**src/rtl/prio_intc_pkg.sv**
```systemverilog
package prio_intc_pkg;

   typedef enum logic [1:0] {
      WK_MASK = 2'd0,
      WK_EOI  = 2'd1,
      WK_MODE = 2'd2,
      WK_CFG  = 2'd3
   } wr_kind_e;

   typedef enum logic [1:0] {
      AK_IDLE   = 2'd0,
      AK_FIRST  = 2'd1,
      AK_SECOND = 2'd2
   } ack_phase_e;

endpackage

```
**src/rtl/intc_pick_first.sv**
```systemverilog
module intc_pick_first #(
   parameter int W  = 8,
   parameter int IW = 3
) (
   input  logic [W-1:0]  req,
   output logic [W-1:0]  onehot,
   output logic [IW-1:0] idx,
   output logic          any
);

   always_comb begin
      onehot = '0;
      idx    = '0;
      any    = 1'b0;
      for (int i = W - 1; i >= 0; i--) begin
         if (req[i]) begin
            onehot    = '0;
            onehot[i] = 1'b1;
            idx       = IW'(i);
            any       = 1'b1;
         end
      end
   end

endmodule

```
**src/rtl/intc_req_latch.sv**
```systemverilog
module intc_req_latch #(
   parameter int N_LVL = 8
) (
   input  logic             clk,
   input  logic             rst_n,
   input  logic [N_LVL-1:0] lines,
   input  logic [N_LVL-1:0] clr_oh,
   output logic [N_LVL-1:0] irr
);

   logic [N_LVL-1:0] lines_q;
   logic [N_LVL-1:0] rise;

   assign rise = lines & ~lines_q;

   always_ff @(posedge clk or negedge rst_n) begin
      if (!rst_n) begin
         lines_q <= '0;
         irr     <= '0;
      end else begin
         lines_q <= lines;
         irr     <= (irr & ~clr_oh) | rise;
      end
   end

endmodule

```
**src/rtl/intc_resolver.sv**
```systemverilog
module intc_resolver #(
   parameter int N_LVL = 8,
   parameter int LVL_W = 3
) (
   input  logic [N_LVL-1:0] irr,
   input  logic [N_LVL-1:0] imr,
   input  logic [N_LVL-1:0] isr,
   input  logic             smm_on,
   output logic [N_LVL-1:0] win_oh,
   output logic [LVL_W-1:0] win_idx,
   output logic             win_any
);

   logic [N_LVL-1:0] held_off;
   logic [N_LVL-1:0] eligible;
   logic             seen;

   // held_off[i] is set when any level 0..i is in service
   always_comb begin
      seen = 1'b0;
      for (int i = 0; i < N_LVL; i++) begin
         seen        = seen | isr[i];
         held_off[i] = seen;
      end
   end

   always_comb begin
      eligible = irr & ~imr & ~isr;
      if (!smm_on) eligible = eligible & ~held_off;
   end

   intc_pick_first #(.W(N_LVL), .IW(LVL_W)) u_pick (
      .req    (eligible),
      .onehot (win_oh),
      .idx    (win_idx),
      .any    (win_any)
   );

endmodule

```
**src/rtl/intc_ack_seq.sv**
```systemverilog
module intc_ack_seq
   import prio_intc_pkg::*;
#(
   parameter int N_LVL = 8,
   parameter int LVL_W = 3,
   parameter int VEC_W = 8
) (
   input  logic               clk,
   input  logic               rst_n,
   input  logic               inta,
   input  logic [N_LVL-1:0]   win_oh,
   input  logic [LVL_W-1:0]   win_idx,
   input  logic               win_any,
   input  logic [VEC_W-LVL_W-1:0] base_hi,
   output logic [N_LVL-1:0]   take_oh,
   output logic [VEC_W-1:0]   vector_out,
   output logic               vector_valid,
   output logic               final_fall
);

   localparam logic [LVL_W-1:0] SPURIOUS = LVL_W'(N_LVL - 1);

   ack_phase_e       phase;
   logic             inta_q;
   logic             rise;
   logic             fall;
   logic [LVL_W-1:0] lvl_q;

   assign rise       = inta & ~inta_q;
   assign fall       = ~inta & inta_q;
   assign final_fall = fall && (phase == AK_SECOND);
   assign take_oh    = (rise && phase != AK_FIRST && win_any) ? win_oh : '0;

   always_ff @(posedge clk or negedge rst_n) begin
      if (!rst_n) begin
         phase        <= AK_IDLE;
         inta_q       <= 1'b0;
         lvl_q        <= '0;
         vector_out   <= '0;
         vector_valid <= 1'b0;
      end else begin
         inta_q       <= inta;
         vector_valid <= 1'b0;
         if (rise) begin
            if (phase == AK_FIRST) begin
               vector_out   <= {base_hi, lvl_q};
               vector_valid <= 1'b1;
               phase        <= AK_SECOND;
            end else begin
               lvl_q <= win_any ? win_idx : SPURIOUS;
               phase <= AK_FIRST;
            end
         end else if (final_fall) begin
            phase <= AK_IDLE;
         end
      end
   end

endmodule

```
**src/rtl/intc_svc_reg.sv**
```systemverilog
module intc_svc_reg #(
   parameter int N_LVL = 8,
   parameter int LVL_W = 3
) (
   input  logic             clk,
   input  logic             rst_n,
   input  logic [N_LVL-1:0] set_oh,
   input  logic             ns_req,
   input  logic             sp_req,
   input  logic [LVL_W-1:0] sp_lvl,
   input  logic             smm_on,
   input  logic [N_LVL-1:0] imr,
   output logic [N_LVL-1:0] isr
);

   logic [N_LVL-1:0] cand;
   logic [N_LVL-1:0] ns_oh;
   logic [LVL_W-1:0] ns_idx;
   logic             ns_any;
   logic [N_LVL-1:0] clr;

   assign cand = smm_on ? (isr & ~imr) : isr;

   intc_pick_first #(.W(N_LVL), .IW(LVL_W)) u_pick (
      .req    (cand),
      .onehot (ns_oh),
      .idx    (ns_idx),
      .any    (ns_any)
   );

   always_comb begin
      clr = '0;
      if (ns_req && ns_any) clr = clr | ns_oh;
      if (sp_req)           clr[sp_lvl] = 1'b1;
   end

   always_ff @(posedge clk or negedge rst_n) begin
      if (!rst_n) isr <= '0;
      else        isr <= (isr & ~clr) | set_oh;
   end

endmodule

```
**src/rtl/prio_intc.sv**
```systemverilog
module prio_intc
   import prio_intc_pkg::*;
#(
   parameter int N_LVL     = 8,
   parameter int VEC_W     = 8,
   parameter bit IS_MASTER = 1'b1
) (
   input  logic             clk,
   input  logic             rst_n,
   input  logic [N_LVL-1:0] irq_in,
   input  logic             wr_en,
   input  logic [1:0]       wr_sel,
   input  logic [VEC_W-1:0] wr_data,
   input  logic             inta,
   output logic             int_out,
   output logic [VEC_W-1:0] vector_out,
   output logic             vector_valid
);

   localparam int LVL_W  = $clog2(N_LVL);
   localparam int BASE_W = VEC_W - LVL_W;

   generate
      if (N_LVL < 2 || (1 << LVL_W) != N_LVL) begin : g_bad_lvl
         $error("N_LVL must be a power of two, at least 2");
      end
      if (VEC_W < N_LVL || VEC_W < LVL_W + 1 || VEC_W < 2) begin : g_bad_vec
         $error("VEC_W too narrow for mask word or command fields");
      end
   endgenerate

   logic [N_LVL-1:0]  imr_q;
   logic              smm_q;
   logic              aeoi_cfg_q;
   logic              aeoi_eff;
   logic [BASE_W-1:0] base_hi_q;
   logic [N_LVL-1:0]  irr_q;
   logic [N_LVL-1:0]  isr_q;
   logic [N_LVL-1:0]  win_oh;
   logic [LVL_W-1:0]  win_idx;
   logic              win_any;
   logic [N_LVL-1:0]  take_oh;
   logic              final_fall;
   logic              wr_eoi;
   logic              eoi_ns;
   logic              eoi_sp;

   // command register file
   always_ff @(posedge clk or negedge rst_n) begin
      if (!rst_n) begin
         imr_q      <= '1;
         smm_q      <= 1'b0;
         aeoi_cfg_q <= 1'b0;
         base_hi_q  <= '0;
      end else if (wr_en) begin
         case (wr_kind_e'(wr_sel))
            WK_MASK: imr_q <= wr_data[N_LVL-1:0];
            WK_MODE: if (wr_data[1]) smm_q <= wr_data[0];
            WK_CFG: begin
               aeoi_cfg_q <= wr_data[0];
               base_hi_q  <= wr_data[VEC_W-1:LVL_W];
            end
            default: ;
         endcase
      end
   end

   assign wr_eoi = wr_en && (wr_kind_e'(wr_sel) == WK_EOI);
   assign eoi_sp = wr_eoi &&  wr_data[LVL_W];
   assign eoi_ns = (wr_eoi && !wr_data[LVL_W]) || (aeoi_eff && final_fall);

   // automatic end-of-service exists only in the master role
   generate
      if (IS_MASTER) begin : g_master
         assign aeoi_eff = aeoi_cfg_q;
      end else begin : g_slave
         assign aeoi_eff = 1'b0;
      end
   endgenerate

   intc_req_latch #(.N_LVL(N_LVL)) u_req (
      .clk    (clk),
      .rst_n  (rst_n),
      .lines  (irq_in),
      .clr_oh (take_oh),
      .irr    (irr_q)
   );

   intc_resolver #(.N_LVL(N_LVL), .LVL_W(LVL_W)) u_res (
      .irr     (irr_q),
      .imr     (imr_q),
      .isr     (isr_q),
      .smm_on  (smm_q),
      .win_oh  (win_oh),
      .win_idx (win_idx),
      .win_any (win_any)
   );

   intc_ack_seq #(.N_LVL(N_LVL), .LVL_W(LVL_W), .VEC_W(VEC_W)) u_ack (
      .clk          (clk),
      .rst_n        (rst_n),
      .inta         (inta),
      .win_oh       (win_oh),
      .win_idx      (win_idx),
      .win_any      (win_any),
      .base_hi      (base_hi_q),
      .take_oh      (take_oh),
      .vector_out   (vector_out),
      .vector_valid (vector_valid),
      .final_fall   (final_fall)
   );

   intc_svc_reg #(.N_LVL(N_LVL), .LVL_W(LVL_W)) u_svc (
      .clk    (clk),
      .rst_n  (rst_n),
      .set_oh (take_oh),
      .ns_req (eoi_ns),
      .sp_req (eoi_sp),
      .sp_lvl (wr_data[LVL_W-1:0]),
      .smm_on (smm_q),
      .imr    (imr_q),
      .isr    (isr_q)
   );

   assign int_out = win_any;

endmodule

```
**config.mk**
```make
export PLATFORM = sky130hd
export DESIGN_NAME = prio_intc
export DESIGN_NICKNAME = d
export VERILOG_FILES = /design/src/rtl/prio_intc_pkg.sv /design/src/rtl/intc_pick_first.sv /design/src/rtl/intc_req_latch.sv /design/src/rtl/intc_resolver.sv /design/src/rtl/intc_ack_seq.sv /design/src/rtl/intc_svc_reg.sv /design/src/rtl/prio_intc.sv
export SDC_FILE = /design/constraint.sdc
export NUM_CORES = 1
export LEC_CHECK = 0
export ABC_AREA = 0
export CAP_MARGIN = 20
export CORE_MARGIN = 4
export CORE_UTILIZATION = 50
export CTS_CLUSTER_DIAMETER = 30
export CTS_CLUSTER_SIZE = 40
export DETAILED_ROUTE_END_ITERATION = 7
export HOLD_SLACK_MARGIN = 0.12
export PLACE_DENSITY = 0.81
export SYNTH_ARGS = -nofsm -noshare
export SYNTH_HDL_FRONTEND = slang
export SYNTH_SLANG_ARGS = --single-unit
export TNS_END_PERCENT = 50
```
**constraint.sdc**
```tcl
create_clock -name clk -period 3.6 [get_ports clk]
set_input_delay 0.72 -clock clk [delete_from_list [all_inputs] [get_ports clk]]
set_output_delay 0.72 -clock clk [all_outputs]
set_load 0.1 [all_outputs]
```
Word level (Yosys, flattened, before mapping) --
Index checks and enable logic that the tools add are counted.
Storage, ports and cells: register bits 54, input bits 22, output and inout bits 10, word-level logic and storage cells 119
Cells by class: order comparisons 2, equality and inequality tests 6, mux-type cells 53, bitwise operators 28, reductions and logical operators 18
Operator list (number):
- $mux W8 | 21
- $and A8 B8 Y8 | 7
- $not A8 Y8 | 6
- $mux W3 | 9
- $or A8 B8 Y8 | 3
- $mux W1 | 19
- $logic_and A1 B1 Y1 | 9
- $reduce_and A2 Y1 | 4
- $or A1 B1 Y1 | 7
- $eq A2 B2 Y1 const B | 3
- $mux W2 | 3
- $eq A2 B1 Y1 const B | 2
- $lt A3 B4 Y1 const B | 1
- $demux W1 S3 | 1
- $ge A3 B1 Y1 const B | 1
- $not A1 Y1 | 3
- $reduce_and A3 Y1 | 1
- $and A1 B1 Y1 | 2
- $logic_not A2 Y1 | 1
- $ne A2 B1 Y1 const B | 1
- $reduce_bool A2 Y1 | 1
- $logic_not A1 Y1 | 1
- $logic_or A1 B1 Y1 | 1

Depth between registers and ports, before layout --
Gate-level depths: netlist of the first run.
word-level depth 23, mapped depth 6, mapped depth without buffers 5

Hierarchy --
A second synthesis of the first run with hierarchy kept.
Second synthesis, totals: cell total of the unflattened synthesis 230, area total of the unflattened synthesis 2795.2 µm²
Modules (own cells, without submodules):
- intc_ack_seq | instances 1, cells an instance 50, area each 690.7 µm², seq. area each 375.4 µm²
- prio_intc | instances 1, cells an instance 37, area each 609.3 µm², seq. area each 385.4 µm²
- intc_req_latch | instances 1, cells an instance 40, area each 560.5 µm², seq. area each 400.4 µm²
- intc_svc_reg | instances 1, cells an instance 42, area each 455.4 µm², seq. area each 200.2 µm²
- intc_pick_first | instances 2, cells an instance 22, area each 158.9 µm², seq. area each 0.0 µm²
- intc_resolver | instances 1, cells an instance 17, area each 161.4 µm², seq. area each 0.0 µm²

Worst setup path before layout of the first run --
OpenSTA, ideal clock, no wires.
path type register to output, start point register u_svc.isr[2], end point output port int_out, arrival time 2.049 ns, data required time 2.880 ns, setup slack 0.831 ns, stages on the path, launching flop included 6, buffers on the path 0, path through dfrtp_1 -> nor4_1 -> a21oi_1 -> or2_2 -> o21ai_0 -> or4_1
Between the ends: word-level cells in the longest chain between the ends 17
Ends and longest elaborated chain:
- start: declaration | line intc_svc_reg.sv:13 | output logic [N_LVL-1:0] isr
- start signal: assignment | line intc_svc_reg.sv:39 | else isr <= (isr & ~clr) | set_oh;
- $or A1 B1 Y1 (6 in series) | line intc_resolver.sv:22 | seen = seen | isr[i];
- $not A8 Y8 | line intc_resolver.sv:29 | if (!smm_on) eligible = eligible & ~held_off;
- $and A8 B8 Y8 | line intc_resolver.sv:29
- $mux W8 (*) | line intc_resolver.sv:29
- $mux W1 (5 in series) | line intc_pick_first.sv:16 | if (req[i]) begin
- $mux W1 (*) (3 in series) | line intc_pick_first.sv:16
- end: declaration | line prio_intc.sv:15 | output logic int_out,
Every way passes the cells marked *; elsewhere a longest branch is shown, timed or not.

Worst setup path in the final report of the first run --
Same ends and word-level chain as after synthesis.

==> results.md, run 1 <==
* Final Max Slew Viols at 0
* Post-synth ARST share at 1.00
* Setup ws final at 0.453 ns
* Outcome: finished, final reports clean
* DR DRC count at 0
* Htree depth at 2
* Cell Area, Synth at 0.00250 mm2
* CTS root buf: clkbuf_8
* Cells along the critical path: nor4_1 > a21oi_1 > or2_2 > o21ai_0 > or4_1 > buf_4
* Period utilisation layout at 0.874
* Clk sink count at 54
* Critical Path Sink Type: primary output
* Clk pwr share at 0.169
* Detail Route Antenna Nets at 0
* Total GRT Usage at 0.185
* CP max stage delay at 0.48 ns
* Setup_tns at 0 ns
* Synth-to-layout area growth at 20.5%
* Iteration-0 DRC Markers at 154
* Diodes inserted at 0
* Sw frac at 0.435
* Crit Path Category: reg -> out
* DRT Pass-1 Iters at 4
* Worst-path clk slew at 0.10 ns
* Clk_lat worst skew at 0.31 ns
* CP max FO at 6
* Min Tclk post-route at 3.15 ns
* Vias in the first global route at 1,969
* Part of the power in registers at 0.383
* First-pass GRT wire length at 9020 um
* # rows at 25
* Clock Path Buffers at 2
* Worst Setup Start Kind: flop
* Unique masters post-synth at 52
* Width of the die at 78.8 um
* Worst vdd ir at 0.550 mV
* Core area at 0.00479 mm2
* Layout cells sized above 1 at 0.200
* Combinational share of power at 0.448
* Sequential area share after synthesis at 0.544
* Syn avg cell area at 11.1 um2
* Pre-CTS WS at 0.825 ns
* Hold slack final at 0.389 ns
* Worst path required time at 2.88 ns
* Synth warnings at 0
* Final Routed Wirelength at 5240 um
* Cells after Synth at 226
* Vias per std cell at 5.70
* P_int at 1370 uW
* Top cell family by delay on the critical path: simple AND/OR/NAND/NOR gates
* Gr ovfl total at 0
* Net Count, Synth at 248
* CP arrival at 2.43 ns
* Effective utilization at floorplan at 0.523
* Max Clock Freq at 0.318 GHz
* DPL Wire Length at 3920 um
* Most common library cell in the layout ignoring fill and taps: dfrtp_1
* Largest net degree at the start of global routing at 31
* Final Hold Fails at 0
* Die area at 0.00620 mm2
* Layout Nets at 286
* Primary FF master, synth: dfrtp_1
* FILL cells at 375
* Post-CTS sizing at 0
* # Post-CTS Setup Buffers at 0
* PD cells at 804 mW/mm2
* RSZ-0062 raised after global routing: no
* # port buffers at 31
* Final Wtd Congestion at 0.924
* Clock Skews at 0.0142 ns
* Hold Path Class: in -> async
* Ports at 32
* WL/cell at 15.8 um
* Commonest non-fill, non-tap cells in the layout: dfrtp_1, clkdlybuf4s50_1, mux2_2
* Vias at 1,893
* P_sw at 1050 uW
* Max-cap viol count at 0
* Slew HR at 0.354
* EDFF count, synth at 0
* Initial antenna violation count at 0
* Slew of the pin with the lowest slew margin at 0.966 ns
* Final setup fails at 0
* Crit-path slowest cell: nor4_1
* Register bit total from synthesis at 54
* Hold buffer count at cts at 0
* CTS tree: done
* CP Buf/Inv Count at 1
* Die height at 78.8 um
* Leak at 0.00128 uW
* Cts bufs inserted at 5
==> final timing paths <==
| path | startpoint | to | slack (ns) | cells past startpoint |
|---|---|---|---|---|
| setup / recovery | u_svc.isr[2] | int_out | 0.45 | 6 |
| hold / removal | rst_n | u_svc.isr[0] | 0.39 | 1 |
| setup reg to reg | smm_q | u_svc.isr[4] | 1.46 | 6 |
| hold reg to reg | u_req.lines_q[6] | u_req.irr[6] | 0.42 | 1 |
| max in group asynchronous | rst_n | imr_q[4] | 2.37 | 2 |
| min in group clk | u_req.lines_q[6] | u_req.irr[6] | 0.42 | 1 |
==> cell type report <==
| cell class | instances | area [um2] | share of cell area |
|---|---|---|---|
| Sequential cell | 54 | 1360 | 0.451 |
| Inverter | 17 | 63.8 | 0.0212 |
| Clock inverter | 1 | 30.0 | 0.00995 |
| Tap cell | 67 | 83.8 | 0.0278 |
| Clock buffer | 7 | 86.3 | 0.0286 |
| Multi-Input combinational cell | 152 | 1070 | 0.353 |
| Timing Repair Buffer | 34 | 325 | 0.108 |
==> synth_stat cells, types with 2 or more instances <==
master / n / area [um2]
inv_1: 17 / 63.8
o31ai_1: 5 / 37.5
a22oi_1: 2 / 15.0
nor2b_1: 2 / 12.5
nand2b_1: 6 / 37.5
and3_1: 4 / 25.0
o21ai_0: 17 / 85.1
and2_1: 3 / 18.8
or2_1: 2 / 12.5
a21oi_1: 6 / 30.0
nor2_1: 13 / 48.8
o211ai_1: 2 / 15.0
o22ai_1: 2 / 12.5
dfstp_2: 8 / 210
dfrtp_1: 46 / 1150
mux2_2: 22 / 248
nand2_1: 18 / 67.6
nor4_1: 3 / 18.8
nand3_1: 4 / 20.0
o221ai_1: 2 / 17.5
a21boi_1: 2 / 15.0
nor3b_1: 6 / 45.0
a22o_1: 2 / 17.5
a31oi_1: 2 / 12.5
nor3_1: 2 / 10.0
o21bai_1: 2 / 15.0
==> power by group through the flow <==
stage	Clock, uW	Combinational, uW	Sequential [uW]
2_1_floorplan	0	507	1230
3_3_place_gp	0	1070	935
3_5_place_dp	0	1080	941
4_1_cts	420	1090	930
5_1_grt	446	1170	953
6_report	409	1090	929
==> registers in the layout (all words and copies together) (netlist names) <==
register,cells
u_ack.lvl_q,3
aeoi_cfg_q,1
smm_q,1
u_svc.isr,8
u_ack.vector_out,8
u_req.irr,8
u_req.lines_q,8
u_ack.phase,2
imr_q,8
u_ack.vector_valid,1
u_ack.inta_q,1
base_hi_q,5
==> metal layers <==
layer	wire, um	global-route usage	vias to the layer above
met4	107	0.0857	0
met5	0	0	-
met1	2340	0.242	924
met2	2530	0.295	63
met3	265	0.0408	13
li1	-	-	893
==> cells by family after synthesis <==
logic type | after synthesis | synth area share
multiplexers | 22 | 0.0990
buffers and inverters | 20 | 0.0305
AND/OR/NAND/NOR | 76 | 0.176
flip-flops | 54 | 0.544
AO/OA/AOI/OAI | 54 | 0.151
==> through the flow <==
stage | cell area (um2) | std cells | power [uW] | util
after floorplan | 2500 | 226 | 1740 | -
after global placement | 2900 | 324 | 2000 | 0.606
after detailed placement | 2900 | 324 | 2020 | 0.606
after CTS | 3020 | 332 | 2440 | 0.630
after global routing | 3020 | 332 | 2560 | 0.630
final | 3020 | 332 | 2430 | 0.630
No activity file was read; power rests on OpenSTA's default activity.
==> run 2: changes to the inputs <==
TNS_END_PERCENT = 1   (was 50)
clock period = 3.3 ns   (was 3.6 ns; I/O delays follow)
==> results.md, run 2 (same netlist as run 1, synthesis figures left out) <==
* Outcome: finished, final reports clean
* Period utilisation layout at 0.899
* Met2 WL post-DR at 2480 um (-2.1%)
* Core area at 0.00479 mm2 (unchanged)
* CTS root buf: clkbuf_8
* Hold buffer count at cts at 0 (unchanged)
* Max Clock Freq at 0.337 GHz
* P_sw at 1170 uW (+11%)
* Commonest non-fill, non-tap cells in the layout: dfrtp_1, mux2_2, clkdlybuf4s50_1
* Internal reg-to-reg setup slack at 1.12 ns (-0.34 ns)
* WL/cell at 15.7 um (-0.83%)
* P_int at 1580 uW (+15%)
* Crit-path slowest cell: nor4_1
* Layout Nets at 287 (+0.35%)
* Max-cap viol count at 0 (unchanged)
* Iteration-0 DRC Markers at 187 (+21%)
* # port buffers at 31 (unchanged)
* RSZ-0062 raised after global routing: no
* Area of placed instances at 0.00289 mm2 (-0.35%)
* Initial antenna violation count at 0 (unchanged)
* Final Cell Area at 0.00305 mm2 (+1.2%)
* DPL Wire Length at 3900 um (-0.46%)
* Worst path required time at 2.64 ns (-0.24 ns)
* Setup_tns at 0 ns (unchanged)
* Layout cells sized above 1 at 0.241 (+0.0406)
* Clk sink count at 54 (unchanged)
* Top sig layer: met4
* Combinational share of power at 0.437 (-0.011)
* Sw frac at 0.425 (-0.00906)
* Worst Setup Start Kind: flop
* Reg-to-Reg End: u_svc.isr[4]
* Vias at 1,900 (+0.37%)
* Register-to-Register Path Depth at 6 (unchanged)
* Hold Path Class: in -> async
* Post-CTS sizing at 0 (unchanged)
* FILL cells at 379 (+1.1%)
* Vias per std cell at 5.71 (about the same)
* Total GRT Usage at 0.185 (-0.000227)
* Vias in the first global route at 1,877 (-4.7%)
* Cells along the critical path: nor4_1 > a21oi_1 > or2_2 > o21ai_0 > or4_1 > buf_12
* Clk_lat worst skew at 0.30 ns (about the same)
* Cts bufs inserted at 5 (unchanged)
* Finished Layout Cells at 333 (+0.30%)
* Leak at 0.00132 uW (+3.1%)
* First-pass GRT wire length at 9090 um (+0.84%)
* Gr ovfl total at 0 (unchanged)
* Crit Path Category: reg -> out
* Synth-to-layout area growth at 21.9%
* Part of the power in registers at 0.370 (-0.013)
* Final core occ at 0.638 (+0.00758)
* Ports at 32 (unchanged)
* Worst vdd ir at 0.745 mV (+35%)
* Htree depth at 2 (unchanged)
* PD cells at 899 mW/mm2 (+12%)
* Final Max Slew Viols at 0 (unchanged)
* Wire length on met3 at 346 um (+31%)
* Effective utilization at floorplan at 0.523 (unchanged)
* Clock Skews at 0.00681 ns (-0.00736 ns)
* Slew of the pin with the lowest slew margin at 0.642 ns (-0.325 ns)
* Final setup fails at 0 (unchanged)
* Width of the die at 78.8 um (unchanged)
* Die area at 0.00620 mm2 (unchanged)
* M1 WL at 2300 um (-1.6%)
* Final Routed Wirelength at 5210 um (-0.53%)
* Min Tclk post-route at 2.97 ns
* Final Hold Fails at 0 (unchanged)
* DRT Pass-1 Iters at 4 (unchanged)
* Placed Instances at 324 (unchanged)
* CTS tree: done
* Worst-path clk slew at 0.09 ns (about the same)
* Largest net degree at the start of global routing at 53 (+71%)
* Most common library cell in the layout ignoring fill and taps: dfrtp_1
* # rows at 25 (unchanged)
* Slew HR at 0.570 (+0.217)
* Clock Path Buffers at 2 (unchanged)
* DR DRC count at 0 (unchanged)
* Diodes inserted at 0 (unchanged)
* Clk pwr share at 0.193 (+0.024)
* Critical Path Sink Type: primary output
* Final Wtd Congestion at 0.885 (-4.2%)
* CP arrival at 2.31 ns (-0.12 ns)
* CP max FO at 6 (unchanged)
* CP max stage delay at 0.50 ns (+0.02 ns)
* Die height at 78.8 um (unchanged)
* R2r startpoint: smm_q
* Detail Route Antenna Nets at 0 (unchanged)
* # Post-CTS Setup Buffers at 0 (unchanged)
==> run 2: cell count changes in the layout (fill, tap and decap cells not counted), sizes merged <==
cell / delta
clkdlybuf4s50: -9
clkbuf: -1
buf: +10
bufinv: +1
==> run 2: final cells by class <==
type                            instances  area [um2]  area share
Clock buffer                            6        82.6      0.0270
Sequential cell                        54        1360       0.446
Multi-Input combinational cell        152        1070       0.349
Timing Repair Buffer                   35         335       0.110
Tap cell                               67        83.8      0.0275
Inverter                               17        63.8      0.0209
Clock inverter                          2        60.1      0.0197
==> run 2: per-stage QoR <==
| stage | hold slack [ns] | worst slack, ns | total power [uW] |
|---|---|---|---|
| finish | 0.213 | 0.333 | 2740 |
| global route | 0.211 | 0.128 | 2890 |
| CTS | 0.425 | 0.331 | 2740 |
| detailed placement | 0.409 | 0.582 | 2210 |
| global placement | 0.403 | 0.582 | 2190 |
| floorplan | 0.364 | 0.591 | 1890 |
==> run 2: how the worst max path moves through the flow <==
stage                            start      endpoint  cells after the start
after floorplan           u_svc.isr[2]       int_out                      5
after detailed placement     wr_sel[0]  u_svc.isr[5]                      6
final                     u_svc.isr[2]       int_out                      6
after global placement       wr_sel[1]  u_svc.isr[5]                      6
after CTS                 u_svc.isr[2]       int_out                      6
after global routing      u_svc.isr[2]       int_out                      6
==> run 2: metal layers <==
layer,vias to the layer above,global-route usage
met5,-,0
met2,74,0.291
met4,0,0.0664
li1,904,-
met1,911,0.256
met3,11,0.0363
==> run 2: critical path: cells and delay by family (launching register included) <==
kind	cells	cell delay (ns)
buffers and inverters	1	0.18
flip-flops	1	0.44
AO/OA/AOI/OAI	2	0.34
AND/OR/NAND/NOR	3	1.04
==> run 2: power groups by stage <==
stage / registers [uW] / clock network [uW] / logic, uW
CTS: 1010 / 538 / 1190
floorplan: 1340 / 0 / 553
global route: 1050 / 566 / 1280
global placement: 1020 / 0 / 1180
detailed placement: 1020 / 0 / 1190
finish: 1020 / 529 / 1200
==> run 3: changes to the inputs <==
CORE_UTILIZATION = 55   (was 50)
PLACE_DENSITY = 0.87   (was 0.81)
==> results.md, run 3 (same netlist as run 1, synthesis figures left out) <==
* Outcome: finished, final reports clean
* Slew of the pin with the lowest slew margin at 0.670 ns (+0.0289 ns)
* Leak at 0.00129 uW (-1.8%)
* Post-CTS sizing at 0 (unchanged)
* Slew HR at 0.551 (-0.0193)
* CP arrival at 2.38 ns (+0.07 ns)
* Htree depth at 2 (unchanged)
* Min Tclk post-route at 3.04 ns (+0.0697 ns)
* Setup ws final at 0.263 ns (-0.0697 ns)
* Hold Path Class: in -> async
* Top cell family by delay on the critical path: simple AND/OR/NAND/NOR gates
* Worst-path clk slew at 0.09 ns (about the same)
* Clock Path Buffers at 2 (unchanged)
* Final Max Slew Viols at 0 (unchanged)
* Critical Path Sink Type: primary output
* # Post-CTS Setup Buffers at 0 (unchanged)
* Vias in the first global route at 1,848 (-1.5%)
* Commonest non-fill, non-tap cells in the layout: dfrtp_1, mux2_2, clkdlybuf4s50_1
* DR DRC count at 0 (unchanged)
* Period utilisation layout at 0.920 (+0.0211)
* Clk sink count at 54 (unchanged)
* Iteration-0 DRC Markers at 97 (-48%)
* Ports at 32 (unchanged)
* Layout Nets at 287 (unchanged)
* DPL Wire Length at 4000 um (+2.7%)
* Clock Skews at 0.00747 ns (+0.000660 ns)
* Worst Setup Start Kind: flop
* PD cells at 868 mW/mm2 (-3.5%)
* Cts bufs inserted at 5 (unchanged)
* Pre-CTS WS at 0.512 ns (-0.0698 ns)
* Die area at 0.00570 mm2 (-8.2%)
* # port buffers at 31 (unchanged)
* RSZ-0062 raised after global routing: no
* Worst vdd ir at 0.776 mV (+4.1%)
* Max-cap viol count at 0 (unchanged)
* Vias per std cell at 5.80 (+1.6%)
* Hold buffer count at cts at 0 (unchanged)
* Largest net degree at the start of global routing at 53 (unchanged)
* Gr ovfl total at 0 (unchanged)
* Width of the die at 75.5 um (-4.2%)
* Detail Route Antenna Nets at 0 (unchanged)
* Diodes inserted at 0 (unchanged)
* WL/cell at 16.6 um (+6.2%)
* Vias at 1,844 (-2.9%)
* CTS tree: done
* Cells along the critical path: nor4_1 > a21oi_1 > or2_2 > o21ai_0 > or4_1 > buf_12
* Final setup fails at 0 (unchanged)
* Most common library cell in the layout ignoring fill and taps: dfrtp_1
* R2r startpoint: smm_q
* # rows at 24 (-4.0%)
* CP Buf/Inv Count at 1 (unchanged)
* Synth-to-layout area growth at 19.1%
* Core area at 0.00438 mm2 (-8.4%)
* DRT Pass-1 Iters at 4 (unchanged)
* Setup_tns at 0 ns (unchanged)
* Crit Path Category: reg -> out
* Initial antenna violation count at 0 (unchanged)
* Final Wtd Congestion at 0.881 (-0.49%)
* Worst path required time at 2.64 ns (about the same)
* Crit-path slowest cell: nor4_1
* Layout cells sized above 1 at 0.237 (-0.00376)
* Final Hold Fails at 0 (unchanged)
* Die height at 75.5 um (-4.2%)
* CP max stage delay at 0.54 ns (+0.04 ns)
* Crit path from: u_svc.isr[2]
* CTS root buf: clkbuf_8
* CP max FO at 6 (unchanged)
* Clk_lat worst skew at 0.31 ns (about the same)
* Final Routed Wirelength at 5290 um (+1.5%)
* Max Clock Freq at 0.329 GHz (-2.3%)
* Effective utilization at floorplan at 0.571 (+0.0479)
* Total GRT Usage at 0.206 (+0.0210)
* First-pass GRT wire length at 8760 um (-3.6%)
## run 3: cell types whose count changed in the layout (fill, tap and decap cells not counted), sizes merged
cell,previous run,this run
clkinv,0,1
bufinv,2,0
clkbuf,6,7
## run 3: cell type report
type,instances,area [um2]
clock inverter,1,5.00
inverter,17,63.8
clock buffer,7,86.3
fill,339,1400
timing repair buffer,35,335
multi-input combinational,152,1070
tap,52,65.1
sequential,54,1360
## run 3: path summary, 6_finish.rpt
| check | end | slack [ns] | depth (start not counted) |
|---|---|---|---|
| setup / recovery | int_out | 0.26 | 6 |
| hold / removal | u_ack.inta_q | 0.30 | 1 |
| setup reg to reg | u_req.irr[7] | 1.08 | 5 |
| hold reg to reg | u_req.irr[6] | 0.43 | 1 |
| max in group asynchronous | imr_q[0] | 2.26 | 3 |
| min in group clk | u_req.irr[6] | 0.43 | 1 |
## run 3: through the flow
| step | utilization | total power [uW] | hold slack, ns | cells | area (um2) |
|---|---|---|---|---|---|
| 5_1_grt | 0.680 | 2740 | 0.324 | 318 | 2980 |
| 4_1_cts | 0.676 | 2600 | 0.427 | 317 | 2960 |
| 2_1_floorplan | - | 1890 | 0.364 | 226 | 2500 |
| 3_5_place_dp | 0.655 | 2220 | 0.415 | 309 | 2870 |
| 6_report | 0.680 | 2590 | 0.302 | 318 | 2980 |
| 3_3_place_gp | 0.655 | 2190 | 0.406 | 309 | 2870 |
## run 3: per-layer routing
layer,global-route usage,vias to the layer above,routed length [um]
met4,0.0932,0,78
met2,0.326,42,2540
met1,0.275,893,2390
li1,-,899,-
met5,0,-,0
met3,0.0409,10,279
## run 3: where the power goes
group	switching, uW	total [uW]	leakage, uW	internal (uW)
Clock	202	372	0.0000482	169
Sequential	165	1020	0.000617	856
Combinational	798	1200	0.000629	398
Total	1170	2590	0.00129	1420
